$ cat src/rtl/cpctx_pkg.sv
package cpctx_pkg;

    typedef enum logic [2:0] {
        ST_IDLE     = 3'd0,
        ST_READ_FMT = 3'd1,
        ST_CHECK    = 3'd2,
        ST_XFER     = 3'd3,
        ST_ABORT    = 3'd4,
        ST_DONE     = 3'd5
    } seq_state_e;

    typedef enum logic [1:0] {
        PH_FMT = 2'd0,
        PH_SRC = 2'd1,
        PH_DST = 2'd2
    } xfer_phase_e;

    // coprocessor register selects
    localparam logic [1:0] CPR_CTRL    = 2'd0;
    localparam logic [1:0] CPR_SAVE    = 2'd1;
    localparam logic [1:0] CPR_RESTORE = 2'd2;
    localparam logic [1:0] CPR_OPERAND = 2'd3;

endpackage

$ cat src/rtl/cpctx_fmt_check.sv
module cpctx_fmt_check #(
    parameter int                FMT_W       = 16,
    parameter int                LEN_W       = 8,
    parameter logic [FMT_W-1:0]  INVALID_FMT = 16'h0100
) (
    input  logic [FMT_W-1:0]  fmt,
    output logic              is_invalid,
    output logic              len_bad,
    output logic [LEN_W-3:0]  word_cnt
);
    // reserved code, also the reply of a coprocessor that is still busy
    assign is_invalid = (fmt == INVALID_FMT);
    // byte length must cover whole 32-bit words
    assign len_bad    = |fmt[1:0];
    assign word_cnt   = fmt[LEN_W-1:2];
endmodule

$ cat src/rtl/cpctx_frame_ptr.sv
module cpctx_frame_ptr #(
    parameter int AW    = 32,
    parameter int CNT_W = 6,
    parameter int STEP  = 4
) (
    input  logic              clk,
    input  logic              rst_n,
    input  logic              load_base,
    input  logic [AW-1:0]     base,
    input  logic              load_cnt,
    input  logic [CNT_W-1:0]  cnt_in,
    input  logic              advance,
    output logic [AW-1:0]     addr,
    output logic              last,
    output logic              empty
);
    localparam logic [AW-1:0] STEP_A = AW'(STEP);

    logic [AW-1:0]    addr_q;
    logic [CNT_W-1:0] idx_q;
    logic [CNT_W-1:0] cnt_q;

    always_ff @(posedge clk) begin
        if (!rst_n) begin
            addr_q <= '0;
            idx_q  <= '0;
            cnt_q  <= '0;
        end else begin
            if (load_base) begin
                addr_q <= base + STEP_A;
                idx_q  <= '0;
            end else if (advance) begin
                addr_q <= addr_q + STEP_A;
                idx_q  <= idx_q + 1'b1;
            end
            if (load_cnt) begin
                cnt_q <= cnt_in;
            end
        end
    end

    assign addr  = addr_q;
    assign empty = (cnt_q == '0);
    assign last  = (({1'b0, idx_q} + (CNT_W+1)'(1)) == {1'b0, cnt_q});

    AST_PTR_IN_FRAME: assert property (@(posedge clk) disable iff (!rst_n)
        advance |-> (idx_q < cnt_q));

endmodule

$ cat src/rtl/cpctx_seq.sv
module cpctx_seq
    import cpctx_pkg::*;
#(
    parameter int               AW          = 32,
    parameter int               DW          = 32,
    parameter int               FMT_W       = 16,
    parameter int               LEN_W       = 8,
    parameter logic [FMT_W-1:0] INVALID_FMT = 16'h0100,
    parameter logic [DW-1:0]    ABORT_MASK  = 32'h0000_0001
) (
    input  logic            clk,
    input  logic            rst_n,
    input  logic            start,
    input  logic            op_restore,
    input  logic [2:0]      op_cpid,
    input  logic [AW-1:0]   ea_addr,
    output logic            busy,
    output logic            done,
    output logic            fmt_err,
    output logic            cp_req,
    output logic            cp_we,
    output logic [2:0]      cp_id,
    output logic [1:0]      cp_sel,
    output logic [DW-1:0]   cp_wdata,
    input  logic [DW-1:0]   cp_rdata,
    input  logic            cp_ack,
    output logic            mem_req,
    output logic            mem_we,
    output logic [AW-1:0]   mem_addr,
    output logic [DW-1:0]   mem_wdata,
    input  logic [DW-1:0]   mem_rdata,
    input  logic            mem_ack
);
    localparam int CNT_W = LEN_W - 2;
    localparam int STEP  = DW / 8;

    seq_state_e  state_q, state_d;
    xfer_phase_e phase_q, phase_d;

    logic             restore_q;
    logic [2:0]       id_q;
    logic [AW-1:0]    base_q;
    logic [FMT_W-1:0] fmt_q;
    logic [DW-1:0]    buf_q;
    logic             err_q;

    logic             fmt_invalid, fmt_len_bad;
    logic [CNT_W-1:0] fmt_words;
    logic [AW-1:0]    frame_addr;
    logic             frame_last, frame_empty;

    logic src_ack, dst_ack;
    logic take_start, ptr_advance;

    // save: coprocessor -> memory; restore: memory -> coprocessor
    assign src_ack     = restore_q ? mem_ack : cp_ack;
    assign dst_ack     = restore_q ? cp_ack  : mem_ack;
    assign take_start  = (state_q == ST_IDLE) && start;
    assign ptr_advance = (state_q == ST_XFER) && (phase_q == PH_DST) && dst_ack;

    cpctx_fmt_check #(
        .FMT_W       (FMT_W),
        .LEN_W       (LEN_W),
        .INVALID_FMT (INVALID_FMT)
    ) u_fmt (
        .fmt        (fmt_q),
        .is_invalid (fmt_invalid),
        .len_bad    (fmt_len_bad),
        .word_cnt   (fmt_words)
    );

    cpctx_frame_ptr #(
        .AW    (AW),
        .CNT_W (CNT_W),
        .STEP  (STEP)
    ) u_ptr (
        .clk       (clk),
        .rst_n     (rst_n),
        .load_base (take_start),
        .base      (ea_addr),
        .load_cnt  (state_q == ST_CHECK),
        .cnt_in    (fmt_words),
        .advance   (ptr_advance),
        .addr      (frame_addr),
        .last      (frame_last),
        .empty     (frame_empty)
    );

    // next-state logic
    always_comb begin
        state_d = state_q;
        phase_d = phase_q;
        unique case (state_q)
            ST_IDLE: begin
                if (start) state_d = ST_READ_FMT;
            end
            ST_READ_FMT: begin
                if (src_ack) state_d = ST_CHECK;
            end
            ST_CHECK: begin
                if (fmt_invalid || fmt_len_bad) begin
                    state_d = ST_ABORT;
                end else begin
                    state_d = ST_XFER;
                    phase_d = PH_FMT;
                end
            end
            ST_XFER: begin
                unique case (phase_q)
                    PH_FMT: begin
                        if (dst_ack) begin
                            if (frame_empty) state_d = ST_DONE;
                            else             phase_d = PH_SRC;
                        end
                    end
                    PH_SRC: begin
                        if (src_ack) phase_d = PH_DST;
                    end
                    PH_DST: begin
                        if (dst_ack) begin
                            if (frame_last) state_d = ST_DONE;
                            else            phase_d = PH_SRC;
                        end
                    end
                    default: phase_d = PH_FMT;
                endcase
            end
            ST_ABORT: begin
                if (cp_ack) state_d = ST_DONE;
            end
            ST_DONE: begin
                state_d = ST_IDLE;
            end
            default: state_d = ST_IDLE;
        endcase
    end

    // state register and operation context
    always_ff @(posedge clk) begin
        if (!rst_n) begin
            state_q   <= ST_IDLE;
            phase_q   <= PH_FMT;
            restore_q <= 1'b0;
            id_q      <= '0;
            base_q    <= '0;
            fmt_q     <= '0;
            buf_q     <= '0;
            err_q     <= 1'b0;
        end else begin
            state_q <= state_d;
            phase_q <= phase_d;
            if (take_start) begin
                restore_q <= op_restore;
                id_q      <= op_cpid;
                base_q    <= ea_addr;
                err_q     <= 1'b0;
            end
            if ((state_q == ST_READ_FMT) && src_ack) begin
                fmt_q <= restore_q ? mem_rdata[FMT_W-1:0] : cp_rdata[FMT_W-1:0];
            end
            if ((state_q == ST_XFER) && (phase_q == PH_SRC) && src_ack) begin
                buf_q <= restore_q ? mem_rdata : cp_rdata;
            end
            if ((state_q == ST_ABORT) && cp_ack) begin
                err_q <= 1'b1;
            end
        end
    end

    // port outputs
    always_comb begin
        busy      = (state_q != ST_IDLE);
        done      = (state_q == ST_DONE) && !err_q;
        fmt_err   = (state_q == ST_DONE) &&  err_q;
        cp_req    = 1'b0;
        cp_we     = 1'b0;
        cp_id     = id_q;
        cp_sel    = CPR_CTRL;
        cp_wdata  = '0;
        mem_req   = 1'b0;
        mem_we    = 1'b0;
        mem_addr  = base_q;
        mem_wdata = '0;
        unique case (state_q)
            ST_READ_FMT: begin
                if (restore_q) begin
                    mem_req  = 1'b1;
                    mem_addr = base_q;
                end else begin
                    cp_req = 1'b1;
                    cp_sel = CPR_SAVE;
                end
            end
            ST_XFER: begin
                unique case (phase_q)
                    PH_FMT: begin
                        if (restore_q) begin
                            cp_req   = 1'b1;
                            cp_we    = 1'b1;
                            cp_sel   = CPR_RESTORE;
                            cp_wdata = DW'(fmt_q);
                        end else begin
                            mem_req   = 1'b1;
                            mem_we    = 1'b1;
                            mem_addr  = base_q;
                            mem_wdata = DW'(fmt_q);
                        end
                    end
                    PH_SRC: begin
                        if (restore_q) begin
                            mem_req  = 1'b1;
                            mem_addr = frame_addr;
                        end else begin
                            cp_req = 1'b1;
                            cp_sel = CPR_OPERAND;
                        end
                    end
                    PH_DST: begin
                        if (restore_q) begin
                            cp_req   = 1'b1;
                            cp_we    = 1'b1;
                            cp_sel   = CPR_OPERAND;
                            cp_wdata = buf_q;
                        end else begin
                            mem_req   = 1'b1;
                            mem_we    = 1'b1;
                            mem_addr  = frame_addr;
                            mem_wdata = buf_q;
                        end
                    end
                    default: ;
                endcase
            end
            ST_ABORT: begin
                cp_req   = 1'b1;
                cp_we    = 1'b1;
                cp_sel   = CPR_CTRL;
                cp_wdata = ABORT_MASK;
            end
            default: ;
        endcase
    end

    AST_ABORT_RAISES_ERR: assert property (@(posedge clk) disable iff (!rst_n)
        (cp_req && cp_we && cp_ack && (cp_sel == CPR_CTRL)) |=> fmt_err);
    AST_DONE_AFTER_ACK: assert property (@(posedge clk) disable iff (!rst_n)
        $rose(done) |-> $past(mem_ack || cp_ack));
    AST_DONE_ERR_EXCL: assert property (@(posedge clk) disable iff (!rst_n)
        !(done && fmt_err));
    AST_IDLE_AFTER_END: assert property (@(posedge clk) disable iff (!rst_n)
        (done || fmt_err) |=> !busy);
    AST_ONE_PORT: assert property (@(posedge clk) disable iff (!rst_n)
        !(mem_req && cp_req));
    AST_MEM_HOLD: assert property (@(posedge clk) disable iff (!rst_n)
        (mem_req && !mem_ack) |=> (mem_req && $stable(mem_addr) && $stable(mem_we)
                                   && $stable(mem_wdata)));
    AST_CP_HOLD: assert property (@(posedge clk) disable iff (!rst_n)
        (cp_req && !cp_ack) |=> (cp_req && $stable(cp_sel) && $stable(cp_we)
                                 && $stable(cp_wdata) && $stable(cp_id)));

endmodule

$ cat config.mk
export PLATFORM = sky130hd
export DESIGN_NAME = cpctx_seq
export DESIGN_NICKNAME = d
export VERILOG_FILES = /design/src/rtl/cpctx_pkg.sv /design/src/rtl/cpctx_fmt_check.sv /design/src/rtl/cpctx_frame_ptr.sv /design/src/rtl/cpctx_seq.sv
export SDC_FILE = /design/constraint.sdc
export NUM_CORES = 1
export LEC_CHECK = 0
export BUFFER_PORTS_ARGS = -buffer_cell sky130_fd_sc_hd__buf_2
export CORE_UTILIZATION = 48
export CTS_CLUSTER_DIAMETER = 40
export CTS_CLUSTER_SIZE = 10
export DETAILED_ROUTE_END_ITERATION = 16
export GPL_TIMING_DRIVEN = 0
export PLACE_DENSITY = 0.87
export REMOVE_ABC_BUFFERS = 1
export SYNTH_ARGS = -nofsm -noshare
export SYNTH_HDL_FRONTEND = slang
export SYNTH_SLANG_ARGS = --single-unit
$ cat constraint.sdc
create_clock -name clk -period 3.33 [get_ports clk]
set_clock_uncertainty 0.1 [all_clocks]
set_input_delay 0.333 -clock clk [delete_from_list [all_inputs] [get_ports clk]]
set_output_delay 0.333 -clock clk [all_outputs]
set_load 0.05 [all_outputs]
==> out/metrics.csv <==
stage,metric,value,unit
run_status,status,"finished, final reports clean",
timing,RSZ-0062 raised after global routing,false,
place,RD Place Congestion,0.875,
floorplanning,Core Area,15900,um^2
floorplanning,Die Y,130,um
synth,Cells after Synth,983,
pwr,switching pwr,1.52,mW
detailed_routing,final WL,22.8,mm
worst_setup_path,peak fanout along the critical path,32,
synth,synthesized cell area,7840,um^2
pwr,Sw Ratio,32.1,%
cts,CTS Hold Bufs,0,
finish,post-route cell area,9740,um^2
synth,asr flop ratio synth,0,%
timing,setup violators final,0,
grt,pin count of the biggest net entering global routing,66,
place,DP HPWL,15.7,mm
synth,Most used DFF post-synth,dfxtp_1,
timing,final period utilization,96.1,%
detailed_routing,max layer used,met4,
timing,Fin. Hold Viols,0,
floorplanning,I/O Pins,213,
worst_setup_path,CP Launch Type,flop,
cts,H-tree depth,4,
synth,Synth Register Bits,134,
synth,post-synth top area cell,dfxtp_1,
place,Area after DPL,9010,um^2
floorplanning,die area,16900,um^2
worst_setup_path,crit-path max cell delay,0.53,ns
finish,multi-input logic area,4840,um^2
job,Max Cap Viol,0,
place,port bufs,212,
worst_setup_path,"Arr. time, crit path",2.77,ns
synth,Cell variety after synth,72,
worst_setup_path,Worst path slowest cell,ha_2,
place,pre-CTS setup slack,-0.653,ns
finish,share of cells above drive strength 1,26.0,%
cts,total CTS buffers,17,
floorplanning,chip width,130,um
detailed_routing,# DRC,0,
grt,Tot GR Track Use,26.7,%
worst_setup_path,crit-path leading delay family,buffers and inverters,
finish,"commonest non-fill, non-tap cells in the layout","buf_2 (212), nand2_1 (130), dfxtp_1 (130), nor2_1 (115), a21oi_1 (62)",
floorplanning,Starting Density,49.2,%
finish,antenna cells,0,
cts,CTS root buf,clkbuf_16,
pwr,Power Total,4.72,mW
grt,first-pass GRT wire length,35.6,mm
synth,Mean Syn Cell Area,7.98,um^2
grt,vias in the first global route,7340,
timing,Pins Over Slew Limit,0,
timing,Worst Tran Pin Value,1.19,ns
timing,WHS,0.0413,ns
synth,sequential-to-total area share from yosys stat,34.2,%
detailed_routing,DRT antenna net count,0,
synth,post-synth top area share,34.2,%
worst_setup_path,crit path kind,flop to output port,
timing,Setup WS post-layout,0.131,ns
detailed_routing,via-per-instance ratio,5.84,
finish,"commonest non-fill, non-tap cell in the layout",buf_2,
pwr,logic gate share of total power,20.3,%
pwr,peak supply drop,374,uV
pwr,Power Density,484,nW/um^2
cts,CTS sink cnt,134,
finish,sequential cell area,2690,um^2
worst_hold_path,HP Class,input pin to flop,
finish,# nets final,1269,
cts,insertion delay to the later sink of the worst-skew pair,0.43,ns
worst_setup_path,Crit. End Element,output port,
timing,Final Critical Period,3.20,ns
timing,setup TNS,0,ns
grt,initial antenna violation count,0,
timing,Max Freq,313,MHz
detailed_routing,First-pass DRT Iterations,5,
timing,max_slew headroom,20.9,%
detailed_routing,met2 WL,11.4,mm
pwr,sequential share of power,39.1,%
grt,total grt overflow,0,
worst_setup_path,Crit path required time,2.90,ns
synth,"EDFF count, synth",0,
pwr,LEAKAGE,3.85,nW
pwr,clock share of power,40.7,%
worst_setup_path,CP Cell Sequence,"inv_1, ha_2, inv_1, o21ai_0, and3_4, a22o_1, buf_2",
floorplanning,row cnt,46,
finish,synthesis-to-layout area growth,24.3,%
finish,fill cell count,1374,
detailed_routing,WL met3,1.71,mm
cts,CTS tree,yes,
detailed_routing,violation count after the first detailed-route iteration,578,
detailed_routing,via count,8097,
synth,Yosys warning total,0,
detailed_routing,Met1 Wirelength,9.23,mm
pwr,P_int,3.20,mW
worst_setup_path,worst path bufs/invs,3,
worst_setup_path,cell mode on critical path,inv_1,
detailed_routing,average routed wire per standard cell,16.5,um
synth,synth top area cells,"dfxtp_1 (34%), nand2_1 (6.2%), mux2i_1 (5.6%), nor2_1 (5.6%), a211oi_1 (5.2%)",
cts,Max Root-Sink Buffers,2,
cts,Clock transition at path regs,0.06,ns
-- synthesized netlist by cell type, types with 7 or more instances --
cell type	n
a211oi_1	54
a21oi_1	62
a22o_1	32
a22oi_1	18
a311oi_1	7
and2_1	35
and3_1	10
and4_1	9
buf_2	7
clkbuf_1	62
dfxtp_1	134
ha_1	7
inv_1	12
mux2i_1	44
nand2_1	130
nand3_1	34
nand4_1	17
nor2_1	117
nor3_1	14
nor4_1	10
o21ai_0	14
o22ai_1	17
xnor2_1	33
xor2_1	14
-- area by class of cell --
cell class	count	share of cell area (%)
sequential	134	27.6
tap	216	2.77
clock inverter	14	1.69
multi-input combinational	759	49.7
timing repair buffer	232	13.2
clock buffer	18	4.51
inverter	13	0.526
-- power groups by stage --
stage	Clock [mW]	Sequential, mW	Combinational, mW
final	1.92	1.84	0.957
after global routing	2.02	1.86	1.03
after CTS	1.95	1.84	0.935
after detailed placement	0	1.87	0.914
after global placement	0	1.88	0.863
after floorplan	0	1.86	0.623
-- tightest hold or removal path: stages --
cell and delay [ns]:
buf_2 0.10, nand2_1 0.04, a21oi_1 0.05
-- sequential cells by signal (all words and copies together), names as in the netlist, 2 cells and up --
register,cells
state_q,3
u_ptr.idx_q,6
base_q,32
fmt_q,16
phase_q,2
u_ptr.addr,32
buf_q,32
u_ptr.cnt_q,6
cp_id,3
-- path summary, 6_finish.rpt --
check | end | slack (ns) | cells after the start | start
worst max-delay path | mem_addr[17] | 0.13 | 7 | phase_q[0]
worst min register to register | cp_id[0] | 0.35 | 2 | cp_id[0]
worst min-delay path | restore_q | 0.04 | 3 | op_restore
worst max register to register | u_ptr.addr[22] | 0.19 | 11 | state_q[1]
-- per-stage QoR --
stage,utilization [%],cells
after CTS,60.8,1380
after global routing,61.1,1386
after global placement,55.4,1332
after floorplan,-,904
final,61.1,1386
after detailed placement,56.5,1342
-- cells by family (layout without fill, tap and decap cells) --
group	count (synthesis)	in the layout	synth area share [%]
AO/OA/AOI/OAI	245	245	22.2
XOR/XNOR	47	47	5.25
multiplexers	47	47	6.19
AND/OR/NAND/NOR	411	413	26.2
adder cells (fa/ha/maj)	7	7	1.12
buffers and inverters	92	277	4.90
flip-flops	134	134	34.2
-- timing repair --
action / in CTS / in global routing
endpoints found under the setup margin: 77 / 34
buffers inserted: 4 / 6
pin swaps: 4 / 4
hold endpoints to repair: 0 / 0
resized for setup: 8 / 3
gates cloned: 2 / 0
-- per-layer routing --
layer | GRT usage [%] | up-vias
met1 | 31.5 | 3747
met3 | 5.04 | 50
met4 | 12.0 | 0
met2 | 46.9 | 384
li1 | - | 3916
met5 | 0 | -
(Power assumes the default switching activity.)
